<file path="src/rtl/sgw_pkg.sv">
`timescale 1ns/1ps
package sgw_pkg;
    // descriptor word layout
    localparam int ENTRY_W      = 128;
    localparam int CNT_LSB      = 64;
    localparam int FLAG_LSB     = 96;
    localparam int FLAG_LAST    = 31;
    localparam int FLAG_LINK    = 30;
    localparam int FLAG_DISCARD = 29;
    localparam int ENTRY_BYTES  = 16;
    localparam int ALIGN_BITS   = 3;

    localparam int ERR_W = 6;
    localparam logic [ERR_W-1:0] ERR_NONE     = 6'd0;
    localparam logic [ERR_W-1:0] ERR_WR_SHORT = 6'd7;
    localparam logic [ERR_W-1:0] ERR_RD_SHORT = 6'd8;
    localparam logic [ERR_W-1:0] ERR_ALIGN    = 6'd16;

    typedef enum logic [2:0] {
        ST_IDLE,
        ST_FETCH,
        ST_WAIT,
        ST_ISSUE,
        ST_CLOSE,
        ST_DONE
    } walk_state_e;
endpackage

</file>
<file path="src/rtl/sgw_entry_decode.sv">
`timescale 1ns/1ps
module sgw_entry_decode
    import sgw_pkg::*;
#(
    parameter int ADDR_W = 64,
    parameter int LEN_W  = 32
) (
    input  logic [ENTRY_W-1:0] entry_i,
    input  logic [LEN_W-1:0]   rem_i,
    output logic [ADDR_W-1:0]  buf_addr_o,
    output logic [LEN_W-1:0]   eff_len_o,
    output logic               last_o,
    output logic               link_o,
    output logic               discard_o,
    output logic               link_misaligned_o
);
    logic [LEN_W-1:0] cnt;
    logic [31:0]      flags;
    logic             unused_bits;

    assign buf_addr_o        = entry_i[ADDR_W-1:0];
    assign cnt               = entry_i[CNT_LSB +: LEN_W];
    assign flags             = entry_i[FLAG_LSB +: 32];
    assign last_o            = flags[FLAG_LAST];
    assign link_o            = flags[FLAG_LINK];
    assign discard_o         = flags[FLAG_DISCARD];
    assign link_misaligned_o = |buf_addr_o[ALIGN_BITS-1:0];
    assign unused_bits       = ^flags[FLAG_DISCARD-1:0];

    // clip the descriptor to what the command still needs
    always_comb begin
        if (cnt < rem_i) eff_len_o = cnt;
        else             eff_len_o = rem_i;
    end
endmodule

</file>
<file path="src/rtl/sgw_len_tracker.sv">
`timescale 1ns/1ps
module sgw_len_tracker #(
    parameter int LEN_W = 32
) (
    input  logic             clk,
    input  logic             rst_n,
    input  logic             load_i,
    input  logic [LEN_W-1:0] load_val_i,
    input  logic             dec_i,
    input  logic [LEN_W-1:0] dec_val_i,
    output logic [LEN_W-1:0] rem_o,
    output logic             rem_zero_o
);
    logic [LEN_W-1:0] rem_q;

    always_ff @(posedge clk) begin
        if (!rst_n)      rem_q <= '0;
        else if (load_i) rem_q <= load_val_i;
        else if (dec_i)  rem_q <= rem_q - dec_val_i;
    end

    assign rem_o      = rem_q;
    assign rem_zero_o = (rem_q == '0);


    no_underflow_chk: assert property (@(posedge clk) disable iff (!rst_n)
        dec_i |-> (dec_val_i <= rem_q));
endmodule

</file>
<file path="src/rtl/sgw_ptr_unit.sv">
`timescale 1ns/1ps
module sgw_ptr_unit #(
    parameter int ADDR_W = 64,
    parameter int STEP   = 16
) (
    input  logic              clk,
    input  logic              rst_n,
    input  logic              load_i,
    input  logic [ADDR_W-1:0] load_val_i,
    input  logic              adv_i,
    output logic [ADDR_W-1:0] ptr_o
);
    localparam logic [ADDR_W-1:0] STEP_V = ADDR_W'(STEP);
    logic [ADDR_W-1:0] ptr_q;

    always_ff @(posedge clk) begin
        if (!rst_n)      ptr_q <= '0;
        else if (load_i) ptr_q <= load_val_i;
        else if (adv_i)  ptr_q <= ptr_q + STEP_V;
    end

    assign ptr_o = ptr_q;


    step_chk: assert property (@(posedge clk) disable iff (!rst_n)
        (adv_i && !load_i) |=> (ptr_q == $past(ptr_q) + STEP_V));
endmodule

</file>
<file path="src/rtl/sg_chain_walker.sv">
`timescale 1ns/1ps
module sg_chain_walker
    import sgw_pkg::*;
#(
    parameter int ADDR_W = 64,
    parameter int LEN_W  = 32
) (
    input  logic               clk,
    input  logic               rst_n,
    input  logic               start,
    input  logic [ADDR_W-1:0]  start_ptr,
    input  logic [LEN_W-1:0]   start_len,
    input  logic               start_write,
    output logic               busy,
    output logic               mem_req_valid,
    input  logic               mem_req_ready,
    output logic [ADDR_W-1:0]  mem_req_addr,
    input  logic               mem_rsp_valid,
    input  logic [ENTRY_W-1:0] mem_rsp_data,
    output logic               dreq_valid,
    input  logic               dreq_ready,
    output logic [ADDR_W-1:0]  dreq_addr,
    output logic [LEN_W-1:0]   dreq_len,
    output logic               dreq_discard,
    output logic               done,
    output logic [ERR_W-1:0]   err_code
);
    walk_state_e state_q, state_d;
    logic [ERR_W-1:0] err_q, err_d;
    logic             wr_q;

    // captured data descriptor
    logic [ADDR_W-1:0] ent_addr_q;
    logic [LEN_W-1:0]  ent_len_q;
    logic              ent_disc_q;
    logic              ent_last_q;

    // control strobes
    logic              ptr_load, ptr_adv, rem_load, rem_dec, ent_cap;
    logic [ADDR_W-1:0] ptr_val;
    logic [ADDR_W-1:0] ptr;
    logic [LEN_W-1:0]  rem;
    logic              rem_zero;

    // decoded response
    logic [ADDR_W-1:0] dec_addr;
    logic [LEN_W-1:0]  dec_eff_len;
    logic              dec_last, dec_link, dec_disc, dec_link_mis;

    sgw_entry_decode #(.ADDR_W(ADDR_W), .LEN_W(LEN_W)) u_decode (
        .entry_i           (mem_rsp_data),
        .rem_i             (rem),
        .buf_addr_o        (dec_addr),
        .eff_len_o         (dec_eff_len),
        .last_o            (dec_last),
        .link_o            (dec_link),
        .discard_o         (dec_disc),
        .link_misaligned_o (dec_link_mis)
    );

    sgw_len_tracker #(.LEN_W(LEN_W)) u_len (
        .clk        (clk),
        .rst_n      (rst_n),
        .load_i     (rem_load),
        .load_val_i (start_len),
        .dec_i      (rem_dec),
        .dec_val_i  (ent_len_q),
        .rem_o      (rem),
        .rem_zero_o (rem_zero)
    );

    sgw_ptr_unit #(.ADDR_W(ADDR_W), .STEP(ENTRY_BYTES)) u_ptr (
        .clk        (clk),
        .rst_n      (rst_n),
        .load_i     (ptr_load),
        .load_val_i (ptr_val),
        .adv_i      (ptr_adv),
        .ptr_o      (ptr)
    );

    // next-state and control
    always_comb begin
        state_d  = state_q;
        err_d    = err_q;
        ptr_load = 1'b0;
        ptr_val  = start_ptr;
        ptr_adv  = 1'b0;
        rem_load = 1'b0;
        rem_dec  = 1'b0;
        ent_cap  = 1'b0;
        unique case (state_q)
            ST_IDLE: begin
                if (start) begin
                    if (|start_ptr[ALIGN_BITS-1:0]) begin
                        err_d   = ERR_ALIGN;
                        state_d = ST_DONE;
                    end else begin
                        ptr_load = 1'b1;
                        rem_load = 1'b1;
                        err_d    = ERR_NONE;
                        state_d  = ST_FETCH;
                    end
                end
            end
            ST_FETCH: begin
                if (mem_req_ready) state_d = ST_WAIT;
            end
            ST_WAIT: begin
                if (mem_rsp_valid) begin
                    if (dec_link) begin
                        if (dec_link_mis) begin
                            err_d   = ERR_ALIGN;
                            state_d = ST_DONE;
                        end else begin
                            ptr_load = 1'b1;
                            ptr_val  = dec_addr;
                            state_d  = ST_FETCH;
                        end
                    end else if (dec_eff_len == '0) begin
                        if (dec_last) begin
                            state_d = ST_CLOSE;
                        end else begin
                            ptr_adv = 1'b1;
                            state_d = ST_FETCH;
                        end
                    end else begin
                        ent_cap = 1'b1;
                        state_d = ST_ISSUE;
                    end
                end
            end
            ST_ISSUE: begin
                if (dreq_ready) begin
                    rem_dec = 1'b1;
                    if (ent_last_q) begin
                        state_d = ST_CLOSE;
                    end else begin
                        ptr_adv = 1'b1;
                        state_d = ST_FETCH;
                    end
                end
            end
            ST_CLOSE: begin
                if (rem_zero)  err_d = ERR_NONE;
                else if (wr_q) err_d = ERR_WR_SHORT;
                else           err_d = ERR_RD_SHORT;
                state_d = ST_DONE;
            end
            ST_DONE: state_d = ST_IDLE;
            default: state_d = ST_IDLE;
        endcase
    end

    // state register
    always_ff @(posedge clk) begin
        if (!rst_n) begin
            state_q <= ST_IDLE;
            err_q   <= ERR_NONE;
        end else begin
            state_q <= state_d;
            err_q   <= err_d;
        end
    end

    // command and descriptor capture
    always_ff @(posedge clk) begin
        if (!rst_n) begin
            wr_q       <= 1'b0;
            ent_addr_q <= '0;
            ent_len_q  <= '0;
            ent_disc_q <= 1'b0;
            ent_last_q <= 1'b0;
        end else begin
            if (state_q == ST_IDLE && start) wr_q <= start_write;
            if (ent_cap) begin
                ent_addr_q <= dec_disc ? '0 : dec_addr;
                ent_len_q  <= dec_eff_len;
                ent_disc_q <= dec_disc;
                ent_last_q <= dec_last;
            end
        end
    end

    // outputs
    always_comb begin
        busy          = (state_q != ST_IDLE);
        mem_req_valid = (state_q == ST_FETCH);
        mem_req_addr  = ptr;
        dreq_valid    = (state_q == ST_ISSUE);
        dreq_addr     = ent_addr_q;
        dreq_len      = ent_len_q;
        dreq_discard  = ent_disc_q;
        done          = (state_q == ST_DONE);
        err_code      = (state_q == ST_DONE) ? err_q : ERR_NONE;
    end


    dreq_hold_chk: assert property (@(posedge clk) disable iff (!rst_n)
        (dreq_valid && !dreq_ready) |=> (dreq_valid && $stable(dreq_addr)
                                         && $stable(dreq_len) && $stable(dreq_discard)));


    no_fetch_during_req_chk: assert property (@(posedge clk) disable iff (!rst_n)
        !(mem_req_valid && dreq_valid));


    fetch_align_chk: assert property (@(posedge clk) disable iff (!rst_n)
        mem_req_valid |-> (mem_req_addr[ALIGN_BITS-1:0] == '0));


    done_pulse_chk: assert property (@(posedge clk) disable iff (!rst_n)
        done |=> !done);


    clean_done_chk: assert property (@(posedge clk) disable iff (!rst_n)
        (done && err_code == ERR_NONE) |-> rem_zero);


    discard_addr_chk: assert property (@(posedge clk) disable iff (!rst_n)
        (dreq_valid && dreq_discard) |-> (dreq_addr == '0));
endmodule

</file>
<file path="config.mk">
export PLATFORM = sky130hd
export DESIGN_NAME = sg_chain_walker
export DESIGN_NICKNAME = d
export VERILOG_FILES = /design/src/rtl/sgw_pkg.sv /design/src/rtl/sgw_entry_decode.sv /design/src/rtl/sgw_len_tracker.sv /design/src/rtl/sgw_ptr_unit.sv /design/src/rtl/sg_chain_walker.sv
export SDC_FILE = /design/constraint.sdc
export NUM_CORES = 1
export LEC_CHECK = 0
export ABC_CLOCK_PERIOD_IN_PS = 16600
export BUFFER_PORTS_ARGS = -buffer_cell sky130_fd_sc_hd__buf_4
export CORE_AREA = 2 2 160 162
export CTS_CLUSTER_DIAMETER = 100
export DETAILED_ROUTE_END_ITERATION = 10
export DIE_AREA = 0 0 162 164
export PLACE_DENSITY = 0.92
export SKIP_CTS_REPAIR_TIMING = 1
export SLEW_MARGIN = 40
export SYNTH_ARGS = -nofsm -noshare
export SYNTH_HDL_FRONTEND = slang
export SYNTH_HIERARCHICAL = 1
export SYNTH_SLANG_ARGS = --single-unit
</file>
<file path="constraint.sdc">
create_clock -name clk -period 16.6 [get_ports clk]
set_clock_uncertainty 0.2 [all_clocks]
set_input_delay 1.66 -clock clk [delete_from_list [all_inputs] [get_ports clk]]
set_output_delay 1.66 -clock clk [all_outputs]
set_load 0.005 [all_outputs]
</file>
==> metrics.md, run 1 <==
| Metric | Value |
|---|---|
| Worst path max stage delay | `0.75 ns` |
| Clk_lat worst skew | `0.52 ns` |
| Top cells by area, synth | `dfxtp_1, mux2i_1, nand2_1, ha_1, mux2_2` |
| Status | `complete, no violations` |
| Fmax | `0.123 GHz` |
| CP Class | `in -> reg` |
| Synth unique cells | `94` |
| Pwr Total | `1.52 mW` |
| Main synth FF type | `dfxtp_1` |
| Flops & latches, synth | `201` |
| Routed wire per std cell | `20.1 µm` |
| GR Overflow Total | `0` |
| Fin nets | `2237` |
| RR Endpoint | `u_ptr/ptr_o[57]` |
| Clock Sinks | `201` |
| Hold-critical path depth | `2` |
| Slew @ Worst Pin | `0.809 ns` |
| Residual DRC | `0` |
| Worst Min Path Start | `err_q[3]` |
| Detailed Routing Iterations Pass 1 | `6` |
| Routed Antenna Nets | `0` |
| Vias in the first global route | `13600` |
| Share of layout cells above drive strength 1 | `28.7%` |
| Leakage | `7.89 nW` |
| Hold slack | `0.249 ns` |
| CP bufs+invs | `1` |
| Largest net degree at the start of global routing | `123` |
| Finish-stage setup viols | `0` |
| H-tree Lvls | `1` |
| Commonest cells after routing, fill and taps aside | `buf_4, nand2_1, dfxtp_1` |
| Critical Path AT | `8.41 ns` |
| Fin crit share | `49.1%` |
| GRT Overall Usage | `32.7%` |
| Die W | `162 µm` |
| CTS tree | `done` |
| First-pass GRT wire length | `70.2 mm` |
| Clock buffer depth | `3` |
| Min-Delay Path Class | `reg -> reg` |
| Clk root buf | `clkbuf_16` |
| Register-to-Register Path Depth | `17` |
| P&R area growth vs syn | `21.9%` |
| Post-DP HPWL | `33.7 mm` |
| Mapped Nets | `1988` |
| Top Ports | `402` |
| Number of port buffers | `371` |
| Peak VDD IR | `0.0820 mV` |
| Critical path's most frequent cell | `nand4_1` |
| CP startpoint kind | `primary input` |
| Max stage delay cell, worst path | `o311a_4` |
| Row cnt | `58` |
| RSZ-0062 raised after global routing | `no` |
| CP required | `16.86 ns` |
| Setup TNS | `0 ns` |
| Core area | `24800 µm²` |
| Rel. slew slack | `45.7%` |
| Register area share after synthesis | `28.5%` |
| Critical path's top delay family | `simple AND/OR/NAND/NOR gates` |
| Initial antenna violation count | `1` |
| Max cap viols | `0` |
| DIE AREA | `26600 µm²` |
| Routability cong. | `0.939` |
| Number of synthesized flops with an enable pin | `0` |
| Hold-critical path endpoint | `err_q[3]` |
| Pwr dens | `88.3 nW/µm²` |
| Post-DR vias/cell | `6.03` |
| Tmin final | `8.16 ns` |
| Initial core utilization | `56.9%` |
| FF-to-FF setup slack | `9.23 ns` |
| CTS Buf Count | `24` |
| # fillers | `1861` |
| Worst setup EP type | `flop` |
| Worst path cell trace | `buf_4, ha_1, a21o_1, a221oi_1, o31ai_1, a211oi_1, o311a_4, mux2_4, nor4_1, nand4_1, or4_1, o21ai_1, nand4_1, or4_4, nor4_4, mux2_2, nor2_1` |
| Fin util | `69.4%` |
| 1st-iter DRT viols | `1214` |
| Wirelength, routed | `45.9 mm` |
| Yosys warns | `6` |
| Reg clk slew, reported paths | `0.06 ns` |
| Mapped cell area | `14100 µm²` |
| Async set-reset flop share out of synthesis | `0%` |
| Reg2reg start | `u_len/rem_o[6]` |
| Final Hold Fails | `0` |
| Die Y | `164 µm` |
| Most common cell after layout, fill and taps aside | `buf_4` |
| Mean post-synth cell area | `8.35 µm²` |
| Critical path peak fanout | `32` |
| Synth top area share | `28.5%` |
| Synthesized instance count | `1693` |
| Vias | `13800` |
| Final Max Slew Viols | `0` |
| Synth area leader | `dfxtp_1` |
## synthesized netlist by cell type, drive strengths merged, types with 28 or more instances
cell type / count
nor4: 33
a21oi: 98
clkbuf: 54
mux2i: 119
mux2: 97
xnor2: 28
o21ai: 90
dfxtp: 201
xor2: 32
nor2: 77
buf: 106
nand2: 267
ha: 63
nand4: 43
inv: 84
nand3: 39
## state kept, by name (all words and copies together), names as in the netlist
name,count
dreq_addr,64
u_ptr/ptr_o,64
dreq_len,32
u_len/rem_o,32
err_q,3
state_q,3
dreq_discard,1
ent_last_q,1
wr_q,1
## where the power goes
part           switching, mW  internal, mW  leakage [nW]  total (mW)
clock                  0.213         0.317         0.383       0.530
combinational          0.239         0.213          5.88       0.452
sequential            0.0338         0.505          1.62       0.539
total                  0.486          1.03          7.89        1.52
## how the worst max path moves through the flow
stage	end	depth (start not counted)	startpoint
3_5_place_dp	u_ptr/ptr_o[57]	17	mem_rsp_data[70]
4_1_cts	u_ptr/ptr_o[57]	17	mem_rsp_data[70]
3_3_place_gp	u_ptr/ptr_o[35]	17	mem_rsp_data[70]
5_1_grt	u_ptr/ptr_o[57]	17	mem_rsp_data[71]
6_report	u_ptr/ptr_o[57]	17	mem_rsp_data[70]
2_1_floorplan	u_ptr/ptr_o[57]	19	mem_rsp_data[70]
## per-layer routing
metal	vias up	track usage, %	wire (µm)
met3	167	8.26	4140
met5	-	0	0
met1	6514	36.2	16700
met2	693	58.8	22700
met4	0	15.7	2430
li1	6440	-	-
## metrics by stage
| step | cells | worst slack [ns] | area (µm²) |
|---|---|---|---|
| global route | 2289 | 8.25 | 17200 |
| floorplan | 1693 | 10.07 | 14100 |
| finish | 2289 | 8.44 | 17200 |
| CTS | 2287 | 8.55 | 17200 |
| detailed placement | 2245 | 8.02 | 16400 |
| global placement | 2242 | 7.97 | 16400 |
## kinds of logic after synthesis
family                   Yosys count  synth area share, %
AO/OA/AOI/OAI                    317                 14.2
XOR/XNOR                          60                 3.72
adder cells (fa/ha/maj)           64                 5.72
buffers and inverters            246                 9.94
flip-flops                       201                 28.5
multiplexers                     216                 17.0
other                              1               0.0265
AND/OR/NAND/NOR                  588                 20.9
## layout make-up
type | count | area [µm²] | area share [%]
antenna | 1 | 2.50 | 0.0145
clock buffer | 39 | 738 | 4.29
clock inverter | 3 | 40.0 | 0.232
inverter | 85 | 319 | 1.85
multi-input combinational | 1246 | 8750 | 50.8
sequential | 201 | 4020 | 23.4
tap | 330 | 413 | 2.40
timing repair buffer | 384 | 2940 | 17.1
## tightest hold or removal path, cell delays in order, from the launching register on
cell and delay (ns):
dfxtp_1 0.30, nand2_1 0.05, a21oi_1 0.05
Note: power is estimated with default switching activity, not from simulation.
==> run 2: changes to the inputs <==
ABC_CLOCK_PERIOD_IN_PS = 8100   (was 16600)
CORE_AREA = 2 2 165 167   (was 2 2 160 162)
DIE_AREA = 0 0 167 169   (was 0 0 162 164)
PLACE_DENSITY = 0.88   (was 0.92)
clock period = 8.1 ns   (was 16.6 ns; I/O delays follow)
==> run 2 against run 1 <==
Compared with the run above:
- critical path depth grew 1
- core utilization shrank 4.2 points
- sequential power grew 110%
- clock power grew 120%
- via count shrank 1.3%
- non-clock buffer count grew 3
- worst setup slack lost 7.3 ns
- die area grew 6.2%
==> metrics.md, run 2 (synthesized netlist as in run 1, its figures left out) <==
| Metric | Value |
|---|---|
| Peak VDD IR | `0.152 mV (+85%)` |
| Clock Sinks | `201 (unchanged)` |
| Largest net degree at the start of global routing | `92 (-25%)` |
| Pwr dens | `184 nW/µm² (+110%)` |
| P&R area growth vs syn | `22.2%` |
| Routed Antenna Nets | `0 (unchanged)` |
| Routed wire per std cell | `19.7 µm (-1.9%)` |
| Leakage | `7.89 nW (about the same)` |
| Core area | `26500 µm² (+6.8%)` |
| Pwr Total | `3.18 mW (+110%)` |
| Finish-stage setup viols | `0 (unchanged)` |
| Vias in the first global route | `13600 (+0.18%)` |
| Setup TNS | `0 ns (unchanged)` |
| Share of layout cells above drive strength 1 | `29.1% (+0.44 points)` |
| Vias | `13600 (-1.3%)` |
| Critical path's most frequent cell | `nand4_1` |
| GR Overflow Total | `0 (unchanged)` |
| Fmax | `0.144 GHz` |
| DIE AREA | `28200 µm² (+6.2%)` |
| Most common cell after layout, fill and taps aside | `buf_4` |
| Commonest cells after routing, fill and taps aside | `buf_4, nand2_1, dfxtp_1` |
| Clk_lat worst skew | `0.53 ns (about the same)` |
| Die Y | `169 µm (+3.0%)` |
| Row cnt | `60 (+3.4%)` |
| First-pass GRT wire length | `70.5 mm (+0.39%)` |
| Worst path cell trace | `inv_1, ha_1, a21o_1, a221oi_1, o31ai_1, a211oi_1, o311a_4, buf_4, mux2_4, nor4_1, nand4_1, or4_1, o21ai_0, nand4_1, or4_4, nor4_4, mux2_2, nor2_1` |
| Number of port buffers | `371 (unchanged)` |
| H-tree Lvls | `1 (unchanged)` |
| Critical Path AT | `7.23 ns (-1.18 ns)` |
| Wirelength, routed | `45.4 mm (-1.2%)` |
| Worst setup EP type | `flop` |
| # fillers | `2141 (+15%)` |
| Initial core utilization | `53.3% (-3.6 points)` |
| RSZ-0062 raised after global routing | `no` |
| Final Max Slew Viols | `0 (unchanged)` |
| Final Hold Fails | `0 (unchanged)` |
| Slew @ Worst Pin | `0.851 ns (+0.0414 ns)` |
| Reg clk slew, reported paths | `0.07 ns (about the same)` |
| Min-Delay Path Class | `reg -> reg` |
| CP Class | `reg -> reg` |
| Fin nets | `2240 (+0.13%)` |
| 1st-iter DRT viols | `1045 (-14%)` |
| Routability cong. | `0.947 (+0.78%)` |
| Initial antenna violation count | `1 (unchanged)` |
| Post-DP HPWL | `33.5 mm (-0.48%)` |
| Tmin final | `6.96 ns` |
| CP startpoint kind | `flop` |
| Clk root buf | `clkbuf_16` |
| Rel. slew slack | `43.3% (-2.4 points)` |
| CP required | `8.37 ns (-8.49 ns)` |
| CTS tree | `done` |
| Die W | `167 µm (+3.1%)` |
| Detailed Routing Iterations Pass 1 | `6 (unchanged)` |
| Critical path peak fanout | `23 (-28%)` |
| Worst path max stage delay | `0.65 ns (-0.10 ns)` |
| Max stage delay cell, worst path | `or4_4` |
| Fin crit share | `86.0%` |
| Status | `complete, no violations` |
| Max cap viols | `0 (unchanged)` |
| CTS Buf Count | `24 (unchanged)` |
| Residual DRC | `0 (unchanged)` |
| GRT Overall Usage | `30.4% (-2.4 points)` |
| Post-DR vias/cell | `5.92 (-2.0%)` |
| Clock buffer depth | `3 (unchanged)` |
| Top Ports | `402 (unchanged)` |
## run 2: cell count changes in the layout (fill, tap and decap cells not counted), moves of 2 or more
| cell | delta |
|---|---|
| bufinv_16 | +2 |
| clkbuf_8 | -4 |
| buf_12 | -2 |
| buf_8 | -2 |
| buf_4 | +6 |
| clkinv_2 | +3 |
| buf_6 | +2 |
| clkbuf_1 | -5 |
| clkinvlp_4 | +4 |
## run 2: layer usage
layer  routed length [µm]  global-route usage, %  vias to the layer above
met5                    0                      0                        -
met2                22900                   55.2                      636
met4                 2000                   12.2                        0
met1                16600                   34.2                     6429
li1                     -                      -                     6442
met3                 3900                   7.04                      130
## run 2: power by group
part,switching (mW),total [mW],internal [mW]
combinational,0.491,0.926,0.435
clock,0.457,1.14,0.687
sequential,0.0703,1.11,1.04
## run 2: final timing paths
| path | startpoint | slack, ns | end | cells past startpoint |
|---|---|---|---|---|
| setup / recovery | u_len/rem_o[6] | 1.14 | u_ptr/ptr_o[57] | 18 |
| hold / removal | dreq_addr[32] | 0.26 | dreq_addr[32] | 2 |
| setup reg to reg | u_len/rem_o[6] | 1.14 | u_ptr/ptr_o[57] | 18 |
| hold reg to reg | dreq_addr[32] | 0.26 | dreq_addr[32] | 2 |
## run 2: area by class of cell
| cell class | instances | area, µm² | area share (%) |
|---|---|---|---|
| antenna | 1 | 2.50 | 0.0145 |
| clock buffer | 31 | 678 | 3.93 |
| clock inverter | 13 | 154 | 0.891 |
| inverter | 85 | 319 | 1.85 |
| multi-input combinational | 1246 | 8740 | 50.6 |
| sequential | 201 | 4020 | 23.3 |
| tap | 341 | 427 | 2.47 |
| timing repair buffer | 387 | 2920 | 16.9 |
## run 2: critical path, delay by kind of cell, from the launching register on
kind                     cells  cell delay [ns]
multiplexers                 2             0.70
AO/OA/AOI/OAI                6             2.14
buffers and inverters        2             0.40
flip-flops                   1             0.42
adder cells (fa/ha/maj)      1             0.28
AND/OR/NAND/NOR              7             2.73
## run 2: through the flow
stage	instance area [µm²]	utilization [%]	setup WS, ns	instances	hold slack (ns)
after floorplan	14100	-	2.42	1693	0.232
after global placement	16400	62.0	0.868	2260	0.243
after detailed placement	16400	62.0	0.809	2260	0.252
after CTS	17300	65.1	1.28	2304	0.260
after global routing	17300	65.1	1.02	2305	0.282
final	17300	65.1	1.14	2305	0.262
==> run 3: changes to the inputs <==
CORE_AREA = 2 2 172 174   (was 2 2 165 167)
CTS_CLUSTER_DIAMETER = not set   (was 100)
DIE_AREA = 0 0 174 176   (was 0 0 167 169)
PLACE_DENSITY = 0.82   (was 0.88)
==> run 3 against run 2 <==
Compared with the run above:
- first-iteration DRC count decreased by 3.2%
- clock power barely moved
- final cell count grew 1.9%
- final area is 0.36% higher
- register-to-register slack better by 0.03 ns
- combinational power fell by 0.4%
==> metrics.md, run 3 (synthesized netlist as in run 1, its figures left out) <==
| Metric | Value |
|---|---|
| Top Ports | `402 (unchanged)` |
| Hold-critical path endpoint | `dreq_addr[35]` |
| Initial antenna violation count | `3 (+2)` |
| FF-to-FF setup slack | `1.17 ns (+0.03 ns)` |
| Clk_lat worst skew | `0.54 ns (about the same)` |
| CP required | `8.38 ns (about the same)` |
| Row cnt | `62 (+3.3%)` |
| GR Overflow Total | `0 (unchanged)` |
| Reg2reg start | `u_len/rem_o[5]` |
| Finish-stage setup viols | `0 (unchanged)` |
| Max cap viols | `0 (unchanged)` |
| Post-DR vias/cell | `5.75 (-2.8%)` |
| Setup TNS | `0 ns (unchanged)` |
| First-pass GRT wire length | `70.0 mm (-0.70%)` |
| H-tree Lvls | `1 (unchanged)` |
| Min-Delay Path Class | `reg -> reg` |
| CTS tree | `done` |
| RR Endpoint | `u_ptr/ptr_o[57]` |
| Final worst setup slack | `1.17 ns (+0.0304 ns)` |
| Post-DP HPWL | `33.4 mm (-0.26%)` |
| Pwr dens | `182 nW/µm² (-1.1%)` |
| Initial core utilization | `49.5% (-3.8 points)` |
| P&R area growth vs syn | `22.6%` |
| Die Y | `176 µm (+4.1%)` |
| Vias | `13500 (-0.98%)` |
| Tmin final | `6.93 ns (-0.0304 ns)` |
| Fin crit share | `85.6% (-0.38 points)` |
| Peak VDD IR | `0.161 mV (+5.8%)` |
| Detailed Routing Iterations Pass 1 | `7 (+1)` |
| Wirelength, routed | `44.8 mm (-1.2%)` |
| Reg clk slew, reported paths | `0.06 ns (about the same)` |
| Residual DRC | `0 (unchanged)` |
| Fmax | `0.144 GHz (+0.44%)` |
| CTS Buf Count | `24 (unchanged)` |
| Routability cong. | `0.953 (+0.67%)` |
| Most common cell after layout, fill and taps aside | `buf_4` |
| Commonest cells after routing, fill and taps aside | `buf_4, nand2_1, dfxtp_1` |
| Routed wire per std cell | `19.1 µm (-3.0%)` |
| Worst Min Path Start | `dreq_addr[35]` |
| Critical path peak fanout | `23 (unchanged)` |
| Clock Sinks | `201 (unchanged)` |
| RSZ-0062 raised after global routing | `no` |
| 1st-iter DRT viols | `1012 (-3.2%)` |
| Final Hold Fails | `0 (unchanged)` |
| CP Class | `reg -> reg` |
| Pwr Total | `3.15 mW (-0.75%)` |
| Number of port buffers | `371 (unchanged)` |
| Setup WS pre-CTS | `0.790 ns (-0.0196 ns)` |
| Share of layout cells above drive strength 1 | `29.1% (+0.051 points)` |
| GRT Overall Usage | `28.0% (-2.3 points)` |
| Final Max Slew Viols | `0 (unchanged)` |
| Leakage | `7.90 nW (+0.16%)` |
| Register-to-Register Path Depth | `18 (unchanged)` |
| Clk root buf | `clkbuf_16` |
| Vias in the first global route | `13400 (-1.5%)` |
| Rel. slew slack | `45.4% (+2.1 points)` |
| Hold-critical path depth | `2 (unchanged)` |
| Critical Path AT | `7.21 ns (-0.02 ns)` |
| Worst setup EP type | `flop` |
| Slew @ Worst Pin | `0.818 ns (-0.0323 ns)` |
| Die W | `174 µm (+4.2%)` |
| Fin nets | `2241 (+0.045%)` |
| # fillers | `2482 (+16%)` |
| Routed Antenna Nets | `0 (unchanged)` |
| Largest net degree at the start of global routing | `99 (+7.6%)` |
| Clock buffer depth | `3 (unchanged)` |
| CP startpoint kind | `flop` |
| Core area | `28500 µm² (+7.7%)` |
| Fin util | `60.7% (-4.5 points)` |
| DIE AREA | `30600 µm² (+8.5%)` |
| Status | `complete, no violations` |
==> run 3: worst max-delay path by stage <==
stage | start | to
5_1_grt | u_len/rem_o[5] | u_ptr/ptr_o[57]
6_report | u_len/rem_o[5] | u_ptr/ptr_o[57]
2_1_floorplan | mem_rsp_data[70] | u_ptr/ptr_o[57]
3_3_place_gp | mem_rsp_data[70] | u_ptr/ptr_o[57]
4_1_cts | u_len/rem_o[6] | u_ptr/ptr_o[57]
3_5_place_dp | mem_rsp_data[70] | u_ptr/ptr_o[57]
==> run 3: final cells by class <==
cell class / count / area [µm²] / area share [%]
Antenna cell: 2 / 5.00 / 0.0289
Inverter: 85 / 319 / 1.84
Timing Repair Buffer: 388 / 2940 / 16.9
Clock inverter: 9 / 113 / 0.650
Tap cell: 384 / 480 / 2.77
Clock buffer: 34 / 708 / 4.09
Multi-Input combinational cell: 1246 / 8740 / 50.4
Sequential cell: 201 / 4020 / 23.2
==> run 3: power breakdown <==
group / switching [mW] / internal, mW / leakage (nW)
Clock: 0.454 / 0.672 / 0.405
Sequential: 0.0687 / 1.04 / 1.62
Combinational: 0.488 / 0.434 / 5.88
==> run 3: layer usage <==
| metal | part of all wire (%) | vias up | track usage [%] | wire length [µm] |
|---|---|---|---|---|
| met5 | 0.029 | - | 0 | 13 |
| met4 | 4.6 | 2 | 12.3 | 2070 |
| met3 | 7.4 | 120 | 6.59 | 3330 |
| met2 | 49 | 562 | 49.9 | 22000 |
| met1 | 39 | 6349 | 32.2 | 17400 |
| li1 | - | 6470 | - | - |
==> run 3: through the flow <==
stage | hold slack (ns) | std cells | instance area (µm²)
6_report | 0.257 | 2349 | 17300
5_1_grt | 0.277 | 2349 | 17300
4_1_cts | 0.260 | 2347 | 17300
3_5_place_dp | 0.252 | 2304 | 16500
3_3_place_gp | 0.244 | 2303 | 16500
2_1_floorplan | 0.232 | 1693 | 14100
==> run 3: worst max-delay path: stages, from the launching register on <==
cell and delay (ns):
dfxtp_1 0.46, inv_1 0.07, ha_1 0.28, and3_1 0.17, a221oi_1 0.24, o31ai_1 0.17
a211oi_1 0.64, o311a_4 0.64, buf_4 0.32, mux2_4 0.32, nor4_1 0.46, nand4_1 0.38
or4_1 0.56, o21ai_0 0.23, nand4_1 0.20, or4_4 0.65, nor4_4 0.40, mux2_2 0.38
nor2_1 0.09
